[config.mk]
export PLATFORM = sky130hd
export DESIGN_NAME = da_fir_part
export DESIGN_NICKNAME = d
export VERILOG_FILES = /design/src/rtl/da_fir_pkg.sv /design/src/rtl/da_tap_line.sv /design/src/rtl/da_part_lut.sv /design/src/rtl/da_shift_acc.sv /design/src/rtl/da_fir_part.sv
export SDC_FILE = /design/constraint.sdc
export NUM_CORES = 1
export LEC_CHECK = 0
export ABC_AREA = 1
export BUFFER_PORTS_ARGS = -buffer_cell sky130_fd_sc_hd__buf_2
export CORE_MARGIN = 4
export CORE_UTILIZATION = 60
export CTS_BUF_LIST = sky130_fd_sc_hd__clkbuf_16
export DETAILED_ROUTE_END_ITERATION = 7
export GPL_TIMING_DRIVEN = 0
export PLACE_DENSITY = 0.9
export SYNTH_ARGS = -nofsm -noshare
export SYNTH_HDL_FRONTEND = slang
export SYNTH_SLANG_ARGS = --single-unit
export TNS_END_PERCENT = 50
[constraint.sdc]
create_clock -name clk -period 5.7 [get_ports clk]
set_input_delay 1.425 -clock clk [delete_from_list [all_inputs] [get_ports clk]]
set_output_delay 1.425 -clock clk [all_outputs]
set_load 0.03 [all_outputs]
[src/rtl/da_fir_pkg.sv]
package da_fir_pkg;

  typedef enum logic {
    FIR_IDLE = 1'b0,
    FIR_RUN  = 1'b1
  } fir_state_e;

endpackage

[src/rtl/da_tap_line.sv]
module da_tap_line #(
  parameter int NTAPS    = 4,
  parameter int SAMPLE_W = 8
) (
  input  logic                               clk,
  input  logic                               rst_n,
  input  logic                               shift_en,
  input  logic [SAMPLE_W-1:0]                din,
  output logic [NTAPS-1:0][SAMPLE_W-1:0]     taps
);

  logic [NTAPS-1:0][SAMPLE_W-1:0] taps_q;
  logic [NTAPS-1:0][SAMPLE_W-1:0] taps_n;

  always_comb begin
    taps_n = taps_q;
    if (shift_en) begin
      taps_n[0] = din;
      for (int k = 1; k < NTAPS; k++) begin
        taps_n[k] = taps_q[k-1];
      end
    end
  end

  always_ff @(posedge clk or negedge rst_n) begin
    if (!rst_n) begin
      taps_q <= '0;
    end else if (shift_en) begin
      taps_q <= taps_n;
    end
  end

  assign taps = taps_q;

endmodule

[src/rtl/da_part_lut.sv]
module da_part_lut #(
  parameter int                  M      = 2,
  parameter int                  COEF_W = 8,
  parameter int                  PS_W   = 10,
  parameter logic [M*COEF_W-1:0] COEFS  = '0
) (
  input  logic [M-1:0]            addr,
  output logic signed [PS_W-1:0]  word
);

  localparam int WORDS = 2 ** M;

  function automatic logic signed [PS_W-1:0] sext_coef(input logic [COEF_W-1:0] c);
    return {{(PS_W-COEF_W){c[COEF_W-1]}}, c};
  endfunction

  function automatic logic signed [PS_W-1:0] word_value(input int a);
    logic signed [PS_W-1:0] s;
    s = '0;
    for (int m = 0; m < M; m++) begin
      if (((a >> m) & 1) == 1) begin
        s = s + sext_coef(COEFS[m*COEF_W +: COEF_W]);
      end
    end
    return s;
  endfunction

  logic signed [PS_W-1:0] table_w [WORDS];

  for (genvar a = 0; a < WORDS; a++) begin : g_word
    localparam logic signed [PS_W-1:0] WORD_VAL = word_value(a);
    assign table_w[a] = WORD_VAL;
  end

  assign word = table_w[addr];

endmodule

[src/rtl/da_shift_acc.sv]
module da_shift_acc #(
  parameter int PS_W  = 10,
  parameter int ACC_W = 18
) (
  input  logic                    clk,
  input  logic                    rst_n,
  input  logic                    en,
  input  logic                    sign_slice,
  input  logic signed [PS_W-1:0]  ps,
  output logic signed [ACC_W-1:0] acc
);

  logic signed [ACC_W-1:0] acc_q;
  logic signed [ACC_W-1:0] acc_n;
  logic signed [ACC_W-1:0] ps_ext;

  assign ps_ext = {{(ACC_W-PS_W){ps[PS_W-1]}}, ps};

  always_comb begin
    if (sign_slice) begin
      acc_n = -ps_ext;
    end else begin
      acc_n = {acc_q[ACC_W-2:0], 1'b0} + ps_ext;
    end
  end

  always_ff @(posedge clk or negedge rst_n) begin
    if (!rst_n) begin
      acc_q <= '0;
    end else if (en) begin
      acc_q <= acc_n;
    end
  end

  assign acc = acc_q;

endmodule

[src/rtl/da_fir_part.sv]
module da_fir_part
  import da_fir_pkg::*;
#(
  parameter int                      NTAPS    = 4,
  parameter int                      PARTS    = 2,
  parameter int                      SAMPLE_W = 8,
  parameter int                      COEF_W   = 8,
  parameter logic [NTAPS*COEF_W-1:0] COEF_VEC = 32'h807F_C717,
  localparam int                     PS_W     = COEF_W + $clog2(NTAPS),
  localparam int                     ACC_W    = PS_W + SAMPLE_W
) (
  input  logic                clk,
  input  logic                rst_n,
  input  logic                in_valid,
  input  logic [SAMPLE_W-1:0] in_sample,
  output logic                in_ready,
  output logic                y_valid,
  output logic [ACC_W-1:0]    y_data
);

  localparam int M     = NTAPS / PARTS;
  localparam int BIT_W = (SAMPLE_W > 2) ? $clog2(SAMPLE_W) : 1;
  localparam logic [BIT_W-1:0] TOP_BIT = BIT_W'(SAMPLE_W - 1);

  // reset: asserted at once, released after two clock edges
  logic [1:0] rst_sync_q;
  logic       srst_n;

  always_ff @(posedge clk or negedge rst_n) begin
    if (!rst_n) begin
      rst_sync_q <= '0;
    end else begin
      rst_sync_q <= {rst_sync_q[0], 1'b1};
    end
  end

  assign srst_n = rst_sync_q[1];

  // control
  fir_state_e       state_q, state_n;
  logic [BIT_W-1:0] bit_q, bit_n;
  logic             done_q, done_n;
  logic             accept;
  logic             running;

  assign in_ready = srst_n && (state_q == FIR_IDLE);
  assign accept   = in_valid && in_ready;
  assign running  = (state_q == FIR_RUN);

  always_comb begin
    state_n = state_q;
    bit_n   = bit_q;
    done_n  = 1'b0;
    unique case (state_q)
      FIR_IDLE: begin
        if (accept) begin
          state_n = FIR_RUN;
          bit_n   = TOP_BIT;
        end
      end
      FIR_RUN: begin
        if (bit_q == '0) begin
          state_n = FIR_IDLE;
          done_n  = 1'b1;
        end else begin
          bit_n = bit_q - BIT_W'(1);
        end
      end
      default: state_n = FIR_IDLE;
    endcase
  end

  always_ff @(posedge clk or negedge srst_n) begin
    if (!srst_n) begin
      state_q <= FIR_IDLE;
      bit_q   <= '0;
      done_q  <= 1'b0;
    end else begin
      state_q <= state_n;
      bit_q   <= bit_n;
      done_q  <= done_n;
    end
  end

  // delay line
  logic [NTAPS-1:0][SAMPLE_W-1:0] taps;

  da_tap_line #(
    .NTAPS   (NTAPS),
    .SAMPLE_W(SAMPLE_W)
  ) u_taps (
    .clk     (clk),
    .rst_n   (srst_n),
    .shift_en(accept),
    .din     (in_sample),
    .taps    (taps)
  );

  // one bit from every tap
  logic [NTAPS-1:0] slice;

  always_comb begin
    for (int k = 0; k < NTAPS; k++) begin
      slice[k] = taps[k][bit_q];
    end
  end

  // partitioned tables
  logic signed [PS_W-1:0] part_word [PARTS];

  for (genvar p = 0; p < PARTS; p++) begin : g_part
    da_part_lut #(
      .M     (M),
      .COEF_W(COEF_W),
      .PS_W  (PS_W),
      .COEFS (COEF_VEC[p*M*COEF_W +: M*COEF_W])
    ) u_lut (
      .addr(slice[p*M +: M]),
      .word(part_word[p])
    );
  end

  logic signed [PS_W-1:0] part_sum;

  always_comb begin
    part_sum = '0;
    for (int p = 0; p < PARTS; p++) begin
      part_sum = part_sum + part_word[p];
    end
  end

  // scaling accumulator, most significant slice first
  logic signed [ACC_W-1:0] acc;

  da_shift_acc #(
    .PS_W (PS_W),
    .ACC_W(ACC_W)
  ) u_acc (
    .clk       (clk),
    .rst_n     (srst_n),
    .en        (running),
    .sign_slice(bit_q == TOP_BIT),
    .ps        (part_sum),
    .acc       (acc)
  );

  assign y_valid = done_q;
  assign y_data  = acc;

endmodule

# --- Word level (Yosys, flattened, before mapping) ---
# Index checks and enable logic that the tools add are counted.
word_totals:
  latchBits: 0
  word_cells: 49
  rom_bits: 0
  register_bits: 57
  ramBits: 0
  memories: 0
  output_inout_bits: 20
op_classes:
  n_mul: 0
  addsub: 4
  n_lt_le_gt_ge: 3
  div_mod_pow: 0
  n_reduce_logical: 4
  bitwise: 3
  shifts: 0
  n_mux: 23
  eq_ne: 3
ops:
  columns: ["op", "count"]
  rows:
  - ["binary-select mux 10 bit (select 2 bit)", 2]
  - ["2-to-1 mux 10 bit", 4]
  - ["adder 18 bit", 1]
  - ["2-to-1 mux 18 bit", 1]
  - ["negation 10 -> 18 bit", 1]
  - ["binary-select mux 1 bit (select 3 bit)", 4]
  - ["adder 10 bit", 1]
  - ["2-to-1 mux 1 bit", 8]
  - [">= comparator 3 bit (second input constant)", 2]
  - ["2-to-1 mux 3 bit", 2]
  - ["NOT 2 -> 3 bit", 2]
  - ["case mux 3 bit (2 select lines)", 1]
  - ["less-than comparator 3 x 4 -> 1 bit (second input constant)", 1]
  - ["!= test 2 bit (second input constant)", 2]
  - ["== test 3 bit (second input constant)", 1]
  - ["zero test 3 bit", 1]
  - ["subtractor 3 x 1 -> 3 bit (second input constant)", 1]
  - ["logical AND 1 bit", 2]
  - ["case mux 1 bit (2 select lines)", 1]
  - ["AND reduction 2 bit", 1]
  - ["NOT 1 bit", 1]

# --- Logic depth before layout (Yosys ltp) ---
# Gate-level depths: netlist (run 1).
logic_depth:
  ltp_word: 9
  mapped_depth: 32
  depth_no_buf: 30

# --- By module ---
# Synthesis (run 1) repeated with hierarchy kept, for this count alone.
hier_totals:
  hier_cells: 649
  area_unflattened_um2: 4419.2
modules_own_cells:
  columns: ["module", "seq_area_each_um2", "cells_each", "n_inst", "area_each_um2"]
  rows:
  - ["da_shift_acc", 450.4, 317, 1, 1919.3]
  - ["da_tap_line", 800.8, 136, 1, 1295.0]
  - ["da_fir_part", 175.2, 173, 1, 1037.2]
  - ["da_part_lut (g_part[0].u_lut)", 0.0, 13, 1, 92.6]
  - ["da_part_lut (g_part[1].u_lut)", 0.0, 10, 1, 75.1]

# --- Worst setup path after synthesis (run 1) ---
# Ideal clock, no wire load.
synth_timing:
  path_kind: "reg-to-reg"
  startpoint: "register bit_q[0]"
  endpoint: "register u_acc.acc_q[9] (netlist: u_acc.acc[9])"
  t_required_ps: 5582
  synth_period_minus_slack_ps: 4237
  stages_incl_launch_ff: 27
  slack_ps: 1463
  path_buffers: 2
  t_arrival_ps: 4118
  cell_sequence: "dfrtp_1 buf_6 clkbuf_1 o21ai_0 nand2_1 inv_1 o21ai_0 inv_1 ha_1 ha_1 fa_1 nand2_1 nand2_1 nand2_1 nand2_2 xor2_4 inv_2 ha_1 nand2_1 inv_1 a21oi_1 nand2_1 or2_2 nand3_1 nand2_1 nor2_1 nor2_1"
synth_via:
  elab_chain_len: 9
  word_cells_on_any_way: 21
  cone_classes: "add/sub: 3; eq/ne: 1; mux: 15; bitwise: 2"
synth_rtl:
  columns: ["item", "line_no", "text"]
  rows:
  - ["from (decl)", "da_fir_part.sv:41", "logic [BIT_W-1:0] bit_q, bit_n;"]
  - ["from (signal assigned)", "da_fir_part.sv:80", "bit_q <= bit_n;"]
  - ["binary-select mux 1 bit (select 3 bit)", "da_fir_part.sv:104", "slice[k] = taps[k][bit_q];"]
  - ["2-to-1 mux 1 bit (not written as such)", "da_fir_part.sv:104", null]
  - ["NOT 2 -> 3 bit (not written as such)", "da_part_lut.sv:35", "assign word = table_w[addr];"]
  - ["binary-select mux 10 bit (select 2 bit)", "da_part_lut.sv:35", null]
  - ["2-to-1 mux 10 bit (not written as such) (2 in a row)", "da_part_lut.sv:35", null]
  - ["adder 10 bit", "da_fir_part.sv:128", "part_sum = part_sum + part_word[p];"]
  - ["adder 18 bit / negation 10 -> 18 bit (equally long branches)", "da_shift_acc.sv:23, da_shift_acc.sv:21", null]
  - ["2-to-1 mux 18 bit *", "da_shift_acc.sv:20", "if (sign_slice) begin"]
  - ["to (signal assigned)", "da_shift_acc.sv:31", "acc_q <= acc_n;"]
  - ["to (decl)", "da_shift_acc.sv:13", "logic signed [ACC_W-1:0] acc_q;"]
# Every way passes the cells marked *; elsewhere a longest branch is shown, timed or not. The select of a mux whose other input is x is not followed.
# A chain may end at the register's enable or synchronous reset.

# --- Worst setup path in the final report (run 1) ---
layout_timing:
  startpoint: "register bit_q[0]"
  endpoint: "register u_acc.acc_q[16] (netlist: u_acc.acc[16])"
# Same word-level chain as after synthesis.

==> flow_summary_export.csv, run 1 <==
group,metric,value,unit
timing,clock.fmax,186,MHz
timing,final-setup-viol-count,0,
logic_synthesis,synth-main-ff-cell,"dfrtp_1",
global_routing,grt_pass1_vias,3808,
global_routing,grt_usage,25.0,%
route,firstDrtPassIters,7,
cts,cts_root_buffer,"clkbuf_16",
timing,finalSetupTns,0,ns
worst_setup_path,crit_arrival,5.59,ns
logic_synthesis,netlist_top_cells_count,"nand2_1, dfrtp_1, inv_1",
global_routing,grt_pass1_wl,16.8,mm
outcome,status,"completed",
die,design.core.area,6420,sq um
logic_synthesis,yosysMostFrequentCell,"nand2_1",
route,met2WireLength,4.85,mm
logic_synthesis,syn_area_per_cell,7.56,sq um
timing,worstMarginPinSlew,0.764,ns
cts,cts_resized,0,
logic_synthesis,postSynthCellCount,534,
die,dieArea,8100,sq um
logic_synthesis,synth.distinct_cells,39,
placement,portBuffers,30,
route,wirelength_met1,3.93,mm
timing,period_share,94.2,%
die,die_y,90.0,microns
route,wl_met3,578,microns
worst_setup_path,crit_path_start,"bit_q[0]$_DFFE_PN0P_",
route,vias_per_cell,5.73,
logic_synthesis,synth-async-reset-ratio,100,%
hold_path,hold_path.class,"reg2async",
global_routing,grt_max_degree,34,
route,drc_errors,0,
route,ant_nets,0,
logic_synthesis,yosys.area.top_type_share,35.3,%
die,rows,29,
cts,h-tree-depth,3,
worst_setup_path,crit_required,5.92,ns
worst_setup_path,rr_worst_depth,26,
job,cap_violations,0,
cts,path_clk_slew,0.05,ns
logic_synthesis,syn_area,4040,sq um
route,wl_per_cell,14.6,microns
die,initial_utilization,62.8,%
route,vias,3768,
logic_synthesis,synth_nets,584,
global_routing,grt_overflow,0,
cells_and_area,area_growth,13.4,%
route,drt_first_iter_violations,190,
logic_synthesis,seq_area_frac_synth,35.3,%
worst_setup_path,critical_path.max_fanout,10,
cts,cts_buffers,9,
die,io_pins,31,
global_routing,antenna_found_initial,0,
worst_setup_path,rr_startpoint,"bit_q[0]$_DFFE_PN0P_",
timing,clock_skew,0.00442,ns
placement,place.gp.congestion,0.962,
logic_synthesis,ys_warn_count,0,
cells_and_area,final_core_util,71.2,%
timing,rsz0062_at_grt,"no",
cts,cts_tree,"yes",
route,top_layer_used,"met4",
cells_and_area,diodes,0,
cts,clk_latency,0.33,ns
timing,min_period,5.37,ns
logic_synthesis,synth_area_leaders,"dfrtp_1, nand2_1, ha_1",
cts,cts_hold_buf,0,
cts,cts_buffer_depth,2,
cells_and_area,fin_nets,626,
timing,drv_slew,0,
worst_setup_path,setup.worst_path.start_class,"flop",
route,wl,9.60,mm
cts,clock_sinks,57,
logic_synthesis,ys_seq_elements,57,
timing,hold_viol_final,0,
placement,hpwlAfterDp,7.05,mm
cts,cts_setup_buffers,0,
worst_setup_path,path_class,"reg2reg",
logic_synthesis,synth_top_cell_by_area,"dfrtp_1",
timing,slew_headroom,48.5,%
die,fp.dieW,90.0,microns
logic_synthesis,synth_edf_count,0,
cells_and_area,drive_gt1_share,14.5,%
worst_setup_path,crit_path_end_kind,"flop",
[metal layers]
metal  vias to the layer above  global-route usage (%)
met4                         0                    12.4
li1                       1827                       -
met3                        31                    3.76
met2                       141                    43.5
met1                      1769                    30.0
met5                         -                       0
[worst max-delay path, stage by stage, from the launching register on]
cell,delay (ns)
dfrtp_1,0.38
buf_6,0.16
clkbuf_1,0.34
o21ai_0,0.15
nand2_1,0.08
inv_1,0.04
o21ai_0,0.60
inv_1,0.29
ha_1,0.40
ha_1,0.24
fa_1,0.44
nand2_1,0.10
nand2_1,0.06
nand2_1,0.07
nand2_2,0.08
xor2_4,0.19
inv_2,0.07
ha_1,0.37
nand2_1,0.06
o21ai_0,0.54
nand2_1,0.16
nand2_1,0.10
nand2_1,0.05
nand3_1,0.09
nand2_1,0.07
nand2_1,0.06
nand2_1,0.06
[placed cells by master, fill, tap and decap left out, types with 2 or more instances in the layout]
master and n:
inv_2 3, fa_1 4, xor2_1 6, dfrtp_1 56, inv_1 56, clkinvlp_4 2, nor2_2 2, nor3_1 6
clkinv_2 2, a21oi_1 40, buf_2 32, nand4_1 5, inv_4 2, buf_6 2, nand2_1 129, nand2_2 9
o21bai_1 3, o211ai_1 2, nor2_1 47, ha_1 35, a31oi_1 3, a21o_1 3, clkbuf_1 10, clkbuf_16 9
nand3_2 5, clkinv_1 2, mux2_2 6, nand3_1 32, o21ai_0 50
[final cells by class]
type | count | area (sq um)
well taps | 77 | 96.3
clock inverters | 7 | 46.3
inverters | 62 | 238
fillers | 494 | 1850
multi-input cells | 400 | 2290
flip-flops and latches | 57 | 1430
plain buffers | 15 | 83.8
clock buffers | 9 | 225
repair buffers | 31 | 170
[cell families (layout without fill, tap and decap cells)]
logic type | Yosys count | in the layout | share of synthesized area, %
other cells | 1 | 1 | 0.0929
buf+inv | 77 | 124 | 7.97
xor+xnor | 8 | 8 | 2.20
flops | 57 | 57 | 35.3
fa+ha+maj | 39 | 39 | 12.8
mux | 6 | 6 | 1.67
compound gates | 106 | 106 | 14.0
simple gates | 240 | 240 | 25.9
[through the flow]
stage          cell area [sq um]  worst slack [ns]  hold slack (ns)  cells
2_1_floorplan               4040              1.46            0.331    534
3_3_place_gp                4280             0.658            0.337    641
5_1_grt                     4570           0.00757            0.323    658
4_1_cts                     4570             0.500            0.283    658
6_report                    4570             0.329            0.265    658
3_5_place_dp                4300             0.601            0.273    642
[registers in the layout (all words and copies together), names as in the netlist]
| name | flops |
|---|---|
| u_taps.taps | 32 |
| u_acc.acc | 18 |
| bit_q | 3 |
| rst_sync_q | 2 |
| running | 1 |
| y_valid | 1 |
[final timing paths]
path	endpoint	slack (ns)
worst max-delay path	u_acc.acc[16]$_DFFE_PN0P_	0.33
worst min-delay path	y_valid$_DFF_PN0_	0.26
worst max register to register	u_acc.acc[16]$_DFFE_PN0P_	0.33
worst min register to register	y_valid$_DFF_PN0_	0.26
max in group asynchronous	rst_sync_q[1]$_DFF_PN0_	4.73
min in group clk	rst_sync_q[1]$_DFF_PN0_	0.35
Power of run 1 is left out: the tool's default activity adds up to more than one toggle a clock period on the data nets, which glitch-free logic cannot reach.
==> run 2: changes to the inputs <==
--- a/config.mk
+++ b/config.mk
@@ -12,8 +12,9 @@
 export CTS_BUF_LIST = sky130_fd_sc_hd__clkbuf_16
 export DETAILED_ROUTE_END_ITERATION = 7
 export GPL_TIMING_DRIVEN = 0
-export PLACE_DENSITY = 0.9
+export PLACE_DENSITY = 0.89
 export SYNTH_ARGS = -nofsm -noshare
 export SYNTH_HDL_FRONTEND = slang
+export SYNTH_HIERARCHICAL = 1
 export SYNTH_SLANG_ARGS = --single-unit
 export TNS_END_PERCENT = 50
==> run 2 against run 1 <==
Net effect: worst setup slack improved by 0.93 ns; die area rose by 8.7%; critical path type unchanged; first-iteration DRC count rose by 21%; critical endpoint is now u_acc/acc[13]$_DFFE_PN0P_; routed wire length rose by 5.2%.
==> flow_summary_export.csv, run 2 <==
group,metric,value,unit
cells_and_area,mostFrequentLayoutCells,"nand2_1, inv_1, dfrtp_1, nor2_1, buf_2",
logic_synthesis,synth.distinct_cells,36,
route,vias_per_cell,5.29,
timing,rsz0062_at_grt,"no",
placement,place.gp.congestion,0.921,
global_routing,grt_overflow,0,
logic_synthesis,synth-simple-area-share,31.9,%
timing,final-setup-viol-count,0,
worst_setup_path,setup.worst_path.start_class,"flop",
route,drc_errors,0,
cts,cts_buffer_depth,2,
global_routing,grt_max_degree,41,
logic_synthesis,synth_compound_area_share,10.6,%
logic_synthesis,synth_edf_count,0,
die,initial_utilization,61.3,%
outcome,status,"completed",
worst_setup_path,path_class,"reg2reg",
hold_path,hold_path.class,"reg2async",
cells_and_area,drive_gt1_share,14.2,%
cells_and_area,layout_commonest_cell,"nand2_1",
worst_setup_path,r2r_end,"u_acc/acc[13]$_DFFE_PN0P_",
logic_synthesis,synth_top_cell_by_area,"dfrtp_1",
die,rows,31,
logic_synthesis,synth_top_family_by_area,"simple AND/OR/NAND/NOR gates",
cts,path_clk_slew,0.06,ns
cells_and_area,final_cells,795,
job,cap_violations,0,
logic_synthesis,synth-main-ff-cell,"dfrtp_1",
cts,cts_setup_buffers,0,
cts,cts_hold_buf,0,
placement,portBuffers,30,
route,firstDrtPassIters,5,
logic_synthesis,synth_nets,693,
route,drt_first_iter_violations,229,
worst_setup_path,crit_required,5.95,ns
timing,worstMarginPinSlew,0.609,ns
logic_synthesis,synth_mux_area_share,0,%
cts,cts_resized,0,
cts,cts_buffers,9,
cells_and_area,fin_nets,735,
cts,cts_root_buffer,"clkbuf_16",
timing,clock_skew,0.00483,ns
global_routing,antenna_found_initial,0,
cells_and_area,area_growth,13.9,%
global_routing,grt_usage,24.8,%
route,wl,10.1,mm
logic_synthesis,ys_warn_count,6,
logic_synthesis,syn_area,4420,sq um
die,io_pins,31,
route,wl_per_cell,12.7,microns
route,vias,4205,
worst_setup_path,reg2reg_slack,1.26,ns
worst_setup_path,rr_startpoint,"bit_q[1]$_DFFE_PN0P_",
logic_synthesis,synth_fa_ha_area_share,9.68,%
cells_and_area,fillCellCount,583,
cts,h-tree-depth,3,
logic_synthesis,postSynthCellCount,649,
logic_synthesis,yosys.area_share.xor_xnor,1.98,%
placement,hpwlAfterDp,7.50,mm
timing,clock.fmax,225,MHz
global_routing,grt_pass1_wl,17.4,mm
logic_synthesis,yosys.area.top_type_share,32.3,%
cts,cts_tree,"yes",
global_routing,grt_pass1_vias,4003,
worst_setup_path,critical_path.max_fanout,10,
cells_and_area,largest_reg_flops,32,
cells_and_area,diodes,0,
timing,finalSetupTns,0,ns
logic_synthesis,syn_area_per_cell,6.81,sq um
worst_setup_path,crit_arrival,4.69,ns
logic_synthesis,synth_area_leaders,"dfrtp_1, nand2_1, ha_1",
timing,min_period,4.44,ns
timing,drv_slew,0,
placement,placed_cells,779,
route,ant_nets,0,
die,dieArea,8800,sq um
timing,period_share,77.9,%
logic_synthesis,synth-async-reset-ratio,100,%
logic_synthesis,ys_seq_elements,57,
timing,hold_viol_final,0,
cts,clk_latency,0.33,ns
worst_setup_path,crit_path_end_kind,"flop",
die,design.core.area,7210,sq um
logic_synthesis,yosysMostFrequentCell,"nand2_1",
logic_synthesis,netlist_top_cells_count,"nand2_1, inv_1, dfrtp_1",
worst_setup_path,rr_worst_depth,22,
timing,slew_headroom,59.1,%
logic_synthesis,seq_area_frac_synth,32.3,%
cts,clock_sinks,57,
die,die_y,93.8,microns
die,fp.dieW,93.8,microns
==> run 2: changes by cell type after synthesis, sizes merged, moves of 4 or more <==
cell	previous run	this run
nand2	139	251
inv	61	81
buf	4	27
a21oi	41	35
nor2	50	56
o21ai	51	34
clkbuf	11	6
nand3	37	28
nand4	5	1
mux2	6	0
ha	35	31
xnor2	1	6
o22ai	1	8
==> run 2: cell type report <==
type	count	area (sq um)	area share, %
Clock buffer	9	225	4.48
Clock inverter	7	92.6	1.84
Sequential cell	57	1430	28.4
Tap cell	99	124	2.46
Timing Repair Buffer	31	170	3.38
Inverter	82	315	6.27
Multi-Input combinational cell	477	2400	47.7
Buffer	33	277	5.49
==> run 2: through the flow <==
step | util, % | cell area, sq um | hold slack (ns) | setup slack, ns
after CTS | 69.8 | 5030 | 0.215 | 1.33
after global placement | 65.1 | 4690 | 0.336 | 1.49
after global routing | 69.8 | 5030 | 0.240 | 0.819
after floorplan | - | 4420 | 0.331 | 2.08
final | 69.8 | 5030 | 0.197 | 1.26
after detailed placement | 65.3 | 4710 | 0.209 | 1.34
==> run 2: logic make-up after synthesis <==
group / Yosys count
other cells: 2
flops: 57
simple gates: 346
xor+xnor: 10
fa+ha+maj: 33
buf+inv: 115
compound gates: 86
==> run 2: worst max path at each step <==
stage | startpoint | end | slack, ns | depth (start not counted)
6_report | bit_q[1]$_DFFE_PN0P_ | u_acc/acc[13]$_DFFE_PN0P_ | 1.26 | 22
3_3_place_gp | bit_q[1]$_DFFE_PN0P_ | u_acc/acc[17]$_DFFE_PN0P_ | 1.49 | 22
5_1_grt | bit_q[1]$_DFFE_PN0P_ | u_acc/acc[16]$_DFFE_PN0P_ | 0.82 | 28
2_1_floorplan | bit_q[0]$_DFFE_PN0P_ | u_acc/acc[15]$_DFFE_PN0P_ | 2.08 | 22
3_5_place_dp | bit_q[1]$_DFFE_PN0P_ | u_acc/acc[17]$_DFFE_PN0P_ | 1.34 | 29
4_1_cts | bit_q[1]$_DFFE_PN0P_ | u_acc/acc[13]$_DFFE_PN0P_ | 1.33 | 22
==> run 2: routing by layer <==
metal  part of all wire, %  GRT usage, %  up-vias  wire [microns]
met2                    51          43.2      129            5150
met3                   5.8          5.13       24             586
met5                     0             0        -               0
met1                    41          29.2     1944            4130
met4                   2.3          11.4        0             231
li1                      -             -     2108               -
==> run 2: critical path: stages (launching register included) <==
cell,delay [ns]
dfrtp_1,0.38
clkbuf_2,0.19
inv_1,0.27
o21ai_0,0.14
o22ai_1,0.16
nand2_1,0.07
nand2_1,0.21
inv_1,0.07
ha_1,0.28
ha_1,0.20
inv_1,0.07
fa_1,0.41
o21ai_2,0.22
xor2_1,0.39
ha_1,0.34
or2_1,0.26
nand3_1,0.11
nand2_1,0.13
nand2_1,0.11
nand2_1,0.05
nand2_1,0.06
nand3_1,0.07
a21oi_1,0.16
Power of run 2 is left out for the same reason.
